**config.mk**
```make
export PLATFORM = sky130hd
export DESIGN_NAME = hla_switch_alloc
export DESIGN_NICKNAME = d
export VERILOG_FILES = /design/src/rtl/hla_pkg.sv /design/src/rtl/hla_rr_arb.sv /design/src/rtl/hla_in_stage.sv /design/src/rtl/hla_out_port.sv /design/src/rtl/hla_switch_alloc.sv
export SDC_FILE = /design/constraint.sdc
export NUM_CORES = 2
export LEC_CHECK = 0
export ABC_AREA = 1
export BUFFER_PORTS_ARGS = -buffer_cell sky130_fd_sc_hd__buf_2
export CAP_MARGIN = 10
export CORE_MARGIN = 1.5
export CORE_UTILIZATION = 50
export DETAILED_ROUTE_END_ITERATION = 6
export GPL_ROUTABILITY_DRIVEN = 0
export HOLD_SLACK_MARGIN = 0.05
export PLACE_DENSITY = 0.74
export SLEW_MARGIN = 20
export SYNTH_ARGS = -nofsm -noshare
export SYNTH_HDL_FRONTEND = slang
export SYNTH_HIERARCHICAL = 1
export SYNTH_SLANG_ARGS = --single-unit
```
**constraint.sdc**
```tcl
create_clock -name clk -period 2.05 [get_ports clk]
set_input_delay 0.3075 -clock clk [delete_from_list [all_inputs] [get_ports clk]]
set_output_delay 0.3075 -clock clk [all_outputs]
set_load 0.02 [all_outputs]
```
**src/rtl/hla_pkg.sv**
```systemverilog
package hla_pkg;
  // Index width for a selector over n items; at least one bit.
  function automatic int idx_w(int n);
    return (n > 1) ? $clog2(n) : 1;
  endfunction
endpackage

```
**src/rtl/hla_rr_arb.sv**
```systemverilog
module hla_rr_arb #(
  parameter int N = 4
) (
  input  logic                         clk,
  input  logic                         rst_n,
  input  logic [N-1:0]                 req,
  input  logic                         upd,
  input  logic [hla_pkg::idx_w(N)-1:0] upd_idx,
  output logic                         any,
  output logic [hla_pkg::idx_w(N)-1:0] win
);
  localparam int IW = hla_pkg::idx_w(N);

  logic [IW-1:0] ptr;

  // Scan from the pointer upward with wrap; the nearest requester wins.
  always_comb begin
    logic [IW:0]   s;
    logic [IW-1:0] c;
    any = 1'b0;
    win = '0;
    s   = '0;
    c   = '0;
    for (int j = N - 1; j >= 0; j--) begin
      s = {1'b0, ptr} + (IW+1)'(j);
      if (s >= (IW+1)'(N)) s = s - (IW+1)'(N);
      c = s[IW-1:0];
      if (req[c]) begin
        any = 1'b1;
        win = c;
      end
    end
  end

  always_ff @(posedge clk) begin
    if (!rst_n)   ptr <= '0;
    else if (upd) ptr <= (int'(upd_idx) == N - 1) ? '0 : upd_idx + IW'(1);
  end

  // the requester sitting at the pointer always has top priority
  assert_ptr_holder_wins_R3: assert property (@(posedge clk) disable iff (!rst_n)
    (any && req[ptr]) |-> (win == ptr));
endmodule

```
**src/rtl/hla_in_stage.sv**
```systemverilog
module hla_in_stage #(
  parameter int V  = 4,
  parameter int OW = 4
) (
  input  logic                         clk,
  input  logic                         rst_n,
  input  logic [V-1:0]                 bid,
  input  logic [V*OW-1:0]              dst_flat,
  input  logic                         hit,
  input  logic [hla_pkg::idx_w(V)-1:0] hit_vc,
  output logic                         o_vld,
  output logic [hla_pkg::idx_w(V)-1:0] o_vc,
  output logic [OW-1:0]                o_dst
);
  localparam int VW = hla_pkg::idx_w(V);

  logic [OW-1:0] dst_a [V];
  logic          any;
  logic [VW-1:0] win;

  for (genvar c = 0; c < V; c++) begin : g_dst
    assign dst_a[c] = dst_flat[c*OW +: OW];
  end

  hla_rr_arb #(.N(V)) u_arb (
    .clk(clk), .rst_n(rst_n), .req(bid),
    .upd(hit), .upd_idx(hit_vc),
    .any(any), .win(win)
  );

  always_ff @(posedge clk) begin
    if (!rst_n) begin
      o_vld <= 1'b0;
      o_vc  <= '0;
      o_dst <= '0;
    end else begin
      o_vld <= any;
      o_vc  <= win;
      o_dst <= dst_a[win];
    end
  end

  // a registered pick always names a VC that was bidding on that edge
  assert_pick_was_bid_R3: assert property (@(posedge clk) disable iff (!rst_n)
    o_vld |-> (|($past(bid) & (V'(1) << o_vc))));
endmodule

```
**src/rtl/hla_out_port.sv**
```systemverilog
module hla_out_port #(
  parameter int K      = 16,
  parameter int M      = 4,
  parameter int V      = 4,
  parameter int OUT_ID = 0
) (
  input  logic                         clk,
  input  logic                         rst_n,
  input  logic [K-1:0]                 in_vld,
  input  logic [K*hla_pkg::idx_w(K)-1:0] in_dst,
  input  logic [K*hla_pkg::idx_w(V)-1:0] in_vc,
  output logic                         gnt_vld,
  output logic [hla_pkg::idx_w(K)-1:0] gnt_src,
  output logic [hla_pkg::idx_w(V)-1:0] gnt_vc
);
  localparam int G  = K / M;
  localparam int OW = hla_pkg::idx_w(K);
  localparam int VW = hla_pkg::idx_w(V);
  localparam int MW = hla_pkg::idx_w(M);
  localparam int GW = hla_pkg::idx_w(G);

  logic [G-1:0]  l_vld;
  logic [MW-1:0] l_idx [G];
  logic [VW-1:0] l_vc  [G];
  logic          g_any;
  logic [GW-1:0] g_win;

  // Local step: one arbiter per group, fed by decoded output codes
  for (genvar g = 0; g < G; g++) begin : g_loc
    logic [M-1:0]  lreq;
    logic [VW-1:0] vc_a [M];
    logic          a_any;
    logic [MW-1:0] a_win;
    logic          r_vld;
    logic [MW-1:0] r_idx;
    logic [VW-1:0] r_vc;

    for (genvar j = 0; j < M; j++) begin : g_mem
      assign lreq[j] = in_vld[g*M+j] && (in_dst[(g*M+j)*OW +: OW] == OW'(OUT_ID));
      assign vc_a[j] = in_vc[(g*M+j)*VW +: VW];
    end

    hla_rr_arb #(.N(M)) u_loc (
      .clk(clk), .rst_n(rst_n), .req(lreq),
      .upd(g_any && (g_win == GW'(g))), .upd_idx(r_idx),
      .any(a_any), .win(a_win)
    );

    always_ff @(posedge clk) begin
      if (!rst_n) begin
        r_vld <= 1'b0;
        r_idx <= '0;
        r_vc  <= '0;
      end else begin
        r_vld <= a_any;
        r_idx <= a_win;
        r_vc  <= vc_a[a_win];
      end
    end

    assign l_vld[g] = r_vld;
    assign l_idx[g] = r_idx;
    assign l_vc[g]  = r_vc;
  end

  // Global step across group winners
  hla_rr_arb #(.N(G)) u_glb (
    .clk(clk), .rst_n(rst_n), .req(l_vld),
    .upd(g_any), .upd_idx(g_win),
    .any(g_any), .win(g_win)
  );

  always_ff @(posedge clk) begin
    if (!rst_n) begin
      gnt_vld <= 1'b0;
      gnt_src <= '0;
      gnt_vc  <= '0;
    end else begin
      gnt_vld <= g_any;
      gnt_src <= OW'(int'(g_win) * M + int'(l_idx[g_win]));
      gnt_vc  <= l_vc[g_win];
    end
  end

  // any pending group winner turns into a grant on the next cycle
  assert_pending_grants_R6: assert property (@(posedge clk) disable iff (!rst_n)
    (|l_vld) |=> gnt_vld);
  // with nothing pending at this output, no grant follows
  assert_idle_silent_R7: assert property (@(posedge clk) disable iff (!rst_n)
    !(|l_vld) |=> !gnt_vld);
endmodule

```
**src/rtl/hla_switch_alloc.sv**
```systemverilog
module hla_switch_alloc #(
  parameter int K = 16,
  parameter int V = 4,
  parameter int M = 4
) (
  input  logic                            clk,
  input  logic                            rst_n,
  input  logic [K*V-1:0]                  vc_req,
  input  logic [K*V*hla_pkg::idx_w(K)-1:0] vc_dst,
  output logic [K*V-1:0]                  vc_gnt
);
  localparam int OW = hla_pkg::idx_w(K);
  localparam int VW = hla_pkg::idx_w(V);

  logic [K-1:0]    s1_vld, s2_vld;
  logic [K*VW-1:0] s1_vc,  s2_vc;
  logic [K*OW-1:0] s1_dst, s2_dst;
  logic [K-1:0]    p_vld;
  logic [K*OW-1:0] p_src;
  logic [K*VW-1:0] p_vc;
  logic [K-1:0]    in_hit;
  logic [K*VW-1:0] in_vc;

  // Step 1: per-input VC choice
  for (genvar i = 0; i < K; i++) begin : g_in
    hla_in_stage #(.V(V), .OW(OW)) u_in (
      .clk(clk), .rst_n(rst_n),
      .bid(vc_req[i*V +: V]),
      .dst_flat(vc_dst[i*V*OW +: V*OW]),
      .hit(in_hit[i]), .hit_vc(in_vc[i*VW +: VW]),
      .o_vld(s1_vld[i]), .o_vc(s1_vc[i*VW +: VW]), .o_dst(s1_dst[i*OW +: OW])
    );
  end

  // Wire stage: request lines crossing to the output side
  always_ff @(posedge clk) begin
    if (!rst_n) begin
      s2_vld <= '0;
      s2_vc  <= '0;
      s2_dst <= '0;
    end else begin
      s2_vld <= s1_vld;
      s2_vc  <= s1_vc;
      s2_dst <= s1_dst;
    end
  end

  // Steps 2 and 3: one two-level arbiter per output
  for (genvar o = 0; o < K; o++) begin : g_out
    hla_out_port #(.K(K), .M(M), .V(V), .OUT_ID(o)) u_out (
      .clk(clk), .rst_n(rst_n),
      .in_vld(s2_vld), .in_dst(s2_dst), .in_vc(s2_vc),
      .gnt_vld(p_vld[o]), .gnt_src(p_src[o*OW +: OW]), .gnt_vc(p_vc[o*VW +: VW])
    );
  end

  // Grant return: route each output's winner back to its input VC
  for (genvar i = 0; i < K; i++) begin : g_ret
    for (genvar c = 0; c < V; c++) begin : g_bit
      logic hit;
      always_comb begin
        hit = 1'b0;
        for (int o = 0; o < K; o++)
          if (p_vld[o] && p_src[o*OW +: OW] == OW'(i) && p_vc[o*VW +: VW] == VW'(c))
            hit = 1'b1;
      end
      assign vc_gnt[i*V+c] = hit;
    end

    always_comb begin
      in_hit[i]            = 1'b0;
      in_vc[i*VW +: VW]    = '0;
      for (int c = 0; c < V; c++)
        if (vc_gnt[i*V+c]) begin
          in_hit[i]         = 1'b1;
          in_vc[i*VW +: VW] = VW'(c);
        end
    end

    // one input never collects two grants at once
    assert_single_grant_R6: assert property (@(posedge clk) disable iff (!rst_n)
      $onehot0(vc_gnt[i*V +: V]));
  end

  // every grant answers a bid sampled four edges earlier
  for (genvar b = 0; b < K*V; b++) begin : g_lat
    assert_grant_had_bid_R1: assert property (@(posedge clk) disable iff (!rst_n)
      vc_gnt[b] |-> $past(vc_req[b], 4));
  end
endmodule

```
==> metrics, run 1 <==
Fail Step=global routing (5_1_grt); sequential share of the synthesized area=23.0%; placed wire-length estimate=233 mm; cell area after placement=89,000 µm²; num ports=386; Overflow after GRT=94; complex-gate fraction of the synthesized area=8.60%; Avg Inst Size Synth=5.41 µm²; clock buffer depth=3; error msg=[ERROR GRT-0232] Routing congestion too high. Check the congestion heatmap in the GUI.; Die W=387 µm; dpl cells=17,200; total CTS buffers=97; clk sinks=848; outcome=did not finish; number of distinct library cells after synthesis=32; CTS root buf=clkbuf_16; initial antenna violation count=60; total track usage=57.0%; Syn Nets=14,000; pin count of the biggest net entering global routing=66; #FFs+latches synth=848; post-synthesis mux area share=0%; Yosys warning total=6; Simple-Gate Fraction of Synth Area=48.6%; synthesized cell area=73,700 µm²; main combinational cell family by area after synthesis=simple AND/OR/NAND/NOR gates; adder-cell share of the synthesized area=1.63%; Buffers on Ports=385; Chip Height=387 µm; Starting Density=50.5%; row cnt=140; Synth Area in XOR/XNOR=0%; Cells after Synth=13,600; H-tree depth=3
## what timing repair did
item	CTS
endpoints found under the hold margin	70
endpoints found under the setup margin	386
gates resized for setup	2104
gates cloned	13
buffers inserted	221
pin swaps	637
hold buffers	261
## per-stage QoR
step | setup slack, ns | TNS, ns
2_1_floorplan | 0.159 | 0
3_3_place_gp | -0.326 | -35.94
3_5_place_dp | -0.321 | -43.65
4_1_cts | -0.644 | -43.62
## cells by family after synthesis
kind of cell             count (synthesis)
AND/OR/NAND/NOR                       8545
buffers and inverters                 3098
AO/OA/AOI/OAI                         1038
flip-flops                             848
adder cells (fa/ha/maj)                 96
## cells in the mapped netlist
master / number / share of area (%)
ha_1: 96 / 1.6
o211a_1: 96 / 1.3
nand3_2: 18 / 0.24
nor3b_1: 64 / 0.65
o21ai_2: 96 / 1.1
buf_6: 167 / 2.6
nand2_2: 84 / 0.71
nor3_1: 174 / 1.2
a21boi_1: 96 / 0.98
nand2_1: 4733 / 24
o21ai_0: 258 / 1.8
nand3b_1: 1 / 0.010
buf_4: 89 / 0.91
clkbuf_1: 16 / 0.081
nand3_1: 1503 / 10
inv_2: 165 / 0.84
inv_6: 16 / 0.19
inv_1: 2565 / 13
clkinv_1: 15 / 0.076
clkbuf_2: 14 / 0.095
nand2_4: 1 / 0.015
and2_2: 96 / 0.98
a21oi_2: 16 / 0.19
nand4_1: 77 / 0.65
dfxtp_1: 848 / 23
nor4_1: 112 / 0.95
nor2_1: 1635 / 8.3
o21ai_1: 100 / 0.68
buf_2: 51 / 0.35
nor2_2: 24 / 0.20
nor2_4: 23 / 0.35
a21oi_1: 376 / 2.6
## per-layer routing
metal	GRT usage, %	overflow
met1	58.6	3
met2	73.0	53
met3	41.5	1
met4	50.4	37
met5	28.0	0
==> inputs of run 2 (changes only) <==
--- a/config.mk
+++ b/config.mk
@@ -9,11 +9,10 @@
 export BUFFER_PORTS_ARGS = -buffer_cell sky130_fd_sc_hd__buf_2
 export CAP_MARGIN = 10
 export CORE_MARGIN = 1.5
-export CORE_UTILIZATION = 50
+export CORE_UTILIZATION = 35
 export DETAILED_ROUTE_END_ITERATION = 6
 export GPL_ROUTABILITY_DRIVEN = 0
-export HOLD_SLACK_MARGIN = 0.05
-export PLACE_DENSITY = 0.74
+export PLACE_DENSITY_LB_ADDON = 0.15
 export SLEW_MARGIN = 20
 export SYNTH_ARGS = -nofsm -noshare
 export SYNTH_HDL_FRONTEND = slang
==> run 2 against run 1 <==
Compared with the run above: the flow now finishes, with violations (design-rule violations, negative setup slack); synthesized cell count did not move; synthesized area unchanged.
==> metrics, run 2 <==
worst-margin pin slew=0.556 ns; Die ar.=213,000 µm²; most common cell in the synthesized netlist=nand2_1 (unchanged); CTS root buf=clkbuf_16 (unchanged); Largest stage delay, worst path=0.40 ns; total track usage=30.8%; Setup CP Type=flop to output pin; commonest non-fill, non-tap cells in the layout=nand2_1 (4,145), inv_1 (2,365), buf_4 (1,647); Placeable Area=209,000 µm²; layout cells sized above 1=31.9%; Final Util=53.3%; Hold Startpoint=vc_req[15]; endpoints failing setup=365; worst flop-to-flop path startpoint=g_out[2].u_out/gnt_vc[0]; leading area contributor after synthesis=nand2_1 (unchanged); Avg Inst Size Synth=5.41 µm² (unchanged); P_leak=56.8 nW; CP Launch Type=flop; Synth Flop Type=dfxtp_1 (unchanged); Post-synth EDFFs=0 (unchanged); row cnt=168 (was 140); design area=112,000 µm²; Routed met3 length=33.2 mm; flop2flop setup slack=-0.66 ns; placed wire-length estimate=272 mm (was 233 mm); failing checks=design-rule violations, negative setup slack; Fin. Hold Viols=0; fmax=350 MHz; Max-Cap Viols=0; PD cells=1130 nW/µm²; clk sinks=848 (unchanged); pin count of the biggest net entering global routing=60; fin crit share=140%; register share of total power=20.9%; met1 wire length=143 mm; top cells by area, synth=nand2_1 (24%), dfxtp_1 (23%), inv_1 (13%) (unchanged); routed len/inst=18.6 µm; Cells after Synth=13,600 (unchanged); CTS tree=built; outcome=complete, but fails checks (was did not finish); Hold Path Stages=7; Critical Path Most Common Cell=buf_6; sequential share of the synthesized area=23.0% (unchanged); Starting Density=35.2% (was 50.5%); first-pass GRT wire length=499 mm; number of distinct library cells after synthesis=32 (unchanged); max layer used=met5; overall power=127 mW; Clk pin slew, worst setup/hold paths=0.06 ns; DR WL met2=155 mm; Peak supply drop=731 µV; H-tree depth=3 (unchanged); Chip Height=462 µm (was 387 µm); worst-path cell chain=inv_2 > nor2_4 > buf_6 > nand3_4 > buf_6 > nor2_1 > nor2_2 > nand2_1 > nor2_2 > nand2_2 > buf_6 > buf_8; Buffers on Ports=385 (unchanged); Switching Fraction=48.0%; clk_lat worst skew=0.78 ns; Top Registers=g_out.u_out/g_loc.r_idx x128, g_out.u_out/g_loc.r_vc x128, g_out.u_out/g_loc.u_loc/ptr x128; Iter 0 DRT Violations=8,652; final setup margin=-0.810 ns; Logic pwr share=62.9%; commonest non-fill, non-tap cell in the layout=nand2_1; cell area after placement=92,400 µm² (was 89,000 µm²); WL final=354 mm; clock share of power=16.2%; hold path endpoint=g_in[3].u_in/o_vld; total number of vias=93,600; clock buffer depth=3 (unchanged); Crit-path slowest cell=dfxtp_4; Hold WC Path Type=primary input to flop; Post-synth top cells=nand2_1 (4,733), inv_1 (2,565), nor2_1 (1,635), nand3_1 (1,503), dfxtp_1 (848) (unchanged); first-pass iteration count of the detailed router=7; Fin Clk Skew=0.0494 ns; cell count of the worst reg-to-reg path=19; initial antenna violation count=12; #FFs+latches synth=848 (unchanged); synthesized cell area=73,700 µm² (unchanged); crit path DAT=2.55 ns; Worst Path Required=1.74 ns; switching power=60.7 mW; vias per cell=4.91; ANT nets after route=0; vias in the first global route=82,700; RR Endpoint=g_in[12].u_in/u_arb/ptr[0]; max_slew headroom=62.9%; Max Transition Viols Final=0; crit-path max FO=5; num ports=386 (unchanged); fillcell total=21,000; # DRC=9; Die W=462 µm (was 387 µm); Internal=65.8 mW; RSZ-0062 raised after global routing=yes; final worst path period need=2.86 ns; Syn Nets=14,000 (unchanged); asr flop ratio synth=0% (unchanged); total CTS buffers=104 (was 97); Worst setup EP type=output pin; Yosys warning total=6 (unchanged); top-area cell type share of the netlist area=24.1% (unchanged); Area growth syn-to-layout=51.5%; layout net count=16,600; Overflow after GRT=0
[run 2: metal layers]
layer	global-route usage (%)	up-vias
li1	-	46700
met4	16.0	10
met1	38.9	42200
met2	48.9	3747
met5	0	-
met3	6.92	970
[run 2: repair_timing]
action,in CTS,in global routing
endpoints found under the setup margin,441,602
gates resized for setup,1186,1924
pin swaps,223,623
endpoints found under the hold margin,75,0
hold buffers,269,0
setup buffers,74,213
gates cloned,2,11
[run 2: worst max-delay path, delay by kind of cell (launching register included)]
kind / cells / cell delay (ns)
DFF: 1 / 0.40
and+or+nand+nor: 7 / 0.75
buffers and inverters: 5 / 0.61
[run 2: power by group through the flow]
stage	sequential [mW]	clock (mW)	combinational (mW)
floorplan	24.2	0	38.4
global placement	25.7	0	67.6
detailed placement	25.7	0	67.5
CTS	25.9	20.8	71.3
global route	27.0	21.5	86.5
finish	26.4	20.5	79.6
[run 2: area by class of cell]
type | instances | area [µm²] | share of cell area (%)
Multi-Input combinational cell | 9679 | 51500 | 46.1
Timing Repair Buffer | 2775 | 24700 | 22.2
Sequential cell | 848 | 17500 | 15.6
Inverter | 2761 | 10700 | 9.55
Tap cell | 2805 | 3510 | 3.14
Clock buffer | 136 | 2860 | 2.56
Clock inverter | 60 | 867 | 0.777
Antenna cell | 8 | 20.0 | 0.0179
Timing Repair inverter | 1 | 7.51 | 0.00672
[run 2: through the flow]
step           instances  worst slack (ns)  TNS, ns  hold WS [ns]
2_1_floorplan      13600             0.159        0         0.386
3_3_place_gp       18300            -0.600   -64.82         0.395
3_5_place_dp       18300            -0.599   -65.76         0.396
4_1_cts            18900            -0.742   -94.76       0.00142
5_1_grt            19100            -0.895  -152.30        0.0219
6_report           19100            -0.810   -79.60        0.0446
[run 2: cell families after synthesis]
family / after synthesis / share of synthesized area (%)
and+or+nand+nor: 8545 / 48.6
buffers and inverters: 3098 / 18.2
adders and majority gates: 96 / 1.63
AOI/OAI and AO/OA: 1038 / 8.60
DFF: 848 / 23.0
[run 2: how the worst max path moves through the flow]
stage | from | slack (ns) | endpoint
floorplan | s2_vld[14] | 0.16 | g_out[3].u_out/g_loc[3].r_vc[0]
global placement | s2_dst[34] | -0.60 | g_out[3].u_out/g_loc[2].r_vc[0]
detailed placement | s2_dst[34] | -0.60 | g_out[3].u_out/g_loc[2].r_vc[0]
CTS | g_out[3].u_out/gnt_vc[0] | -0.74 | vc_gnt[14]
global route | g_out[2].u_out/gnt_src[1] | -0.89 | vc_gnt[57]
finish | g_out[2].u_out/gnt_src[1] | -0.81 | vc_gnt[57]
(Power assumes the default switching activity.)
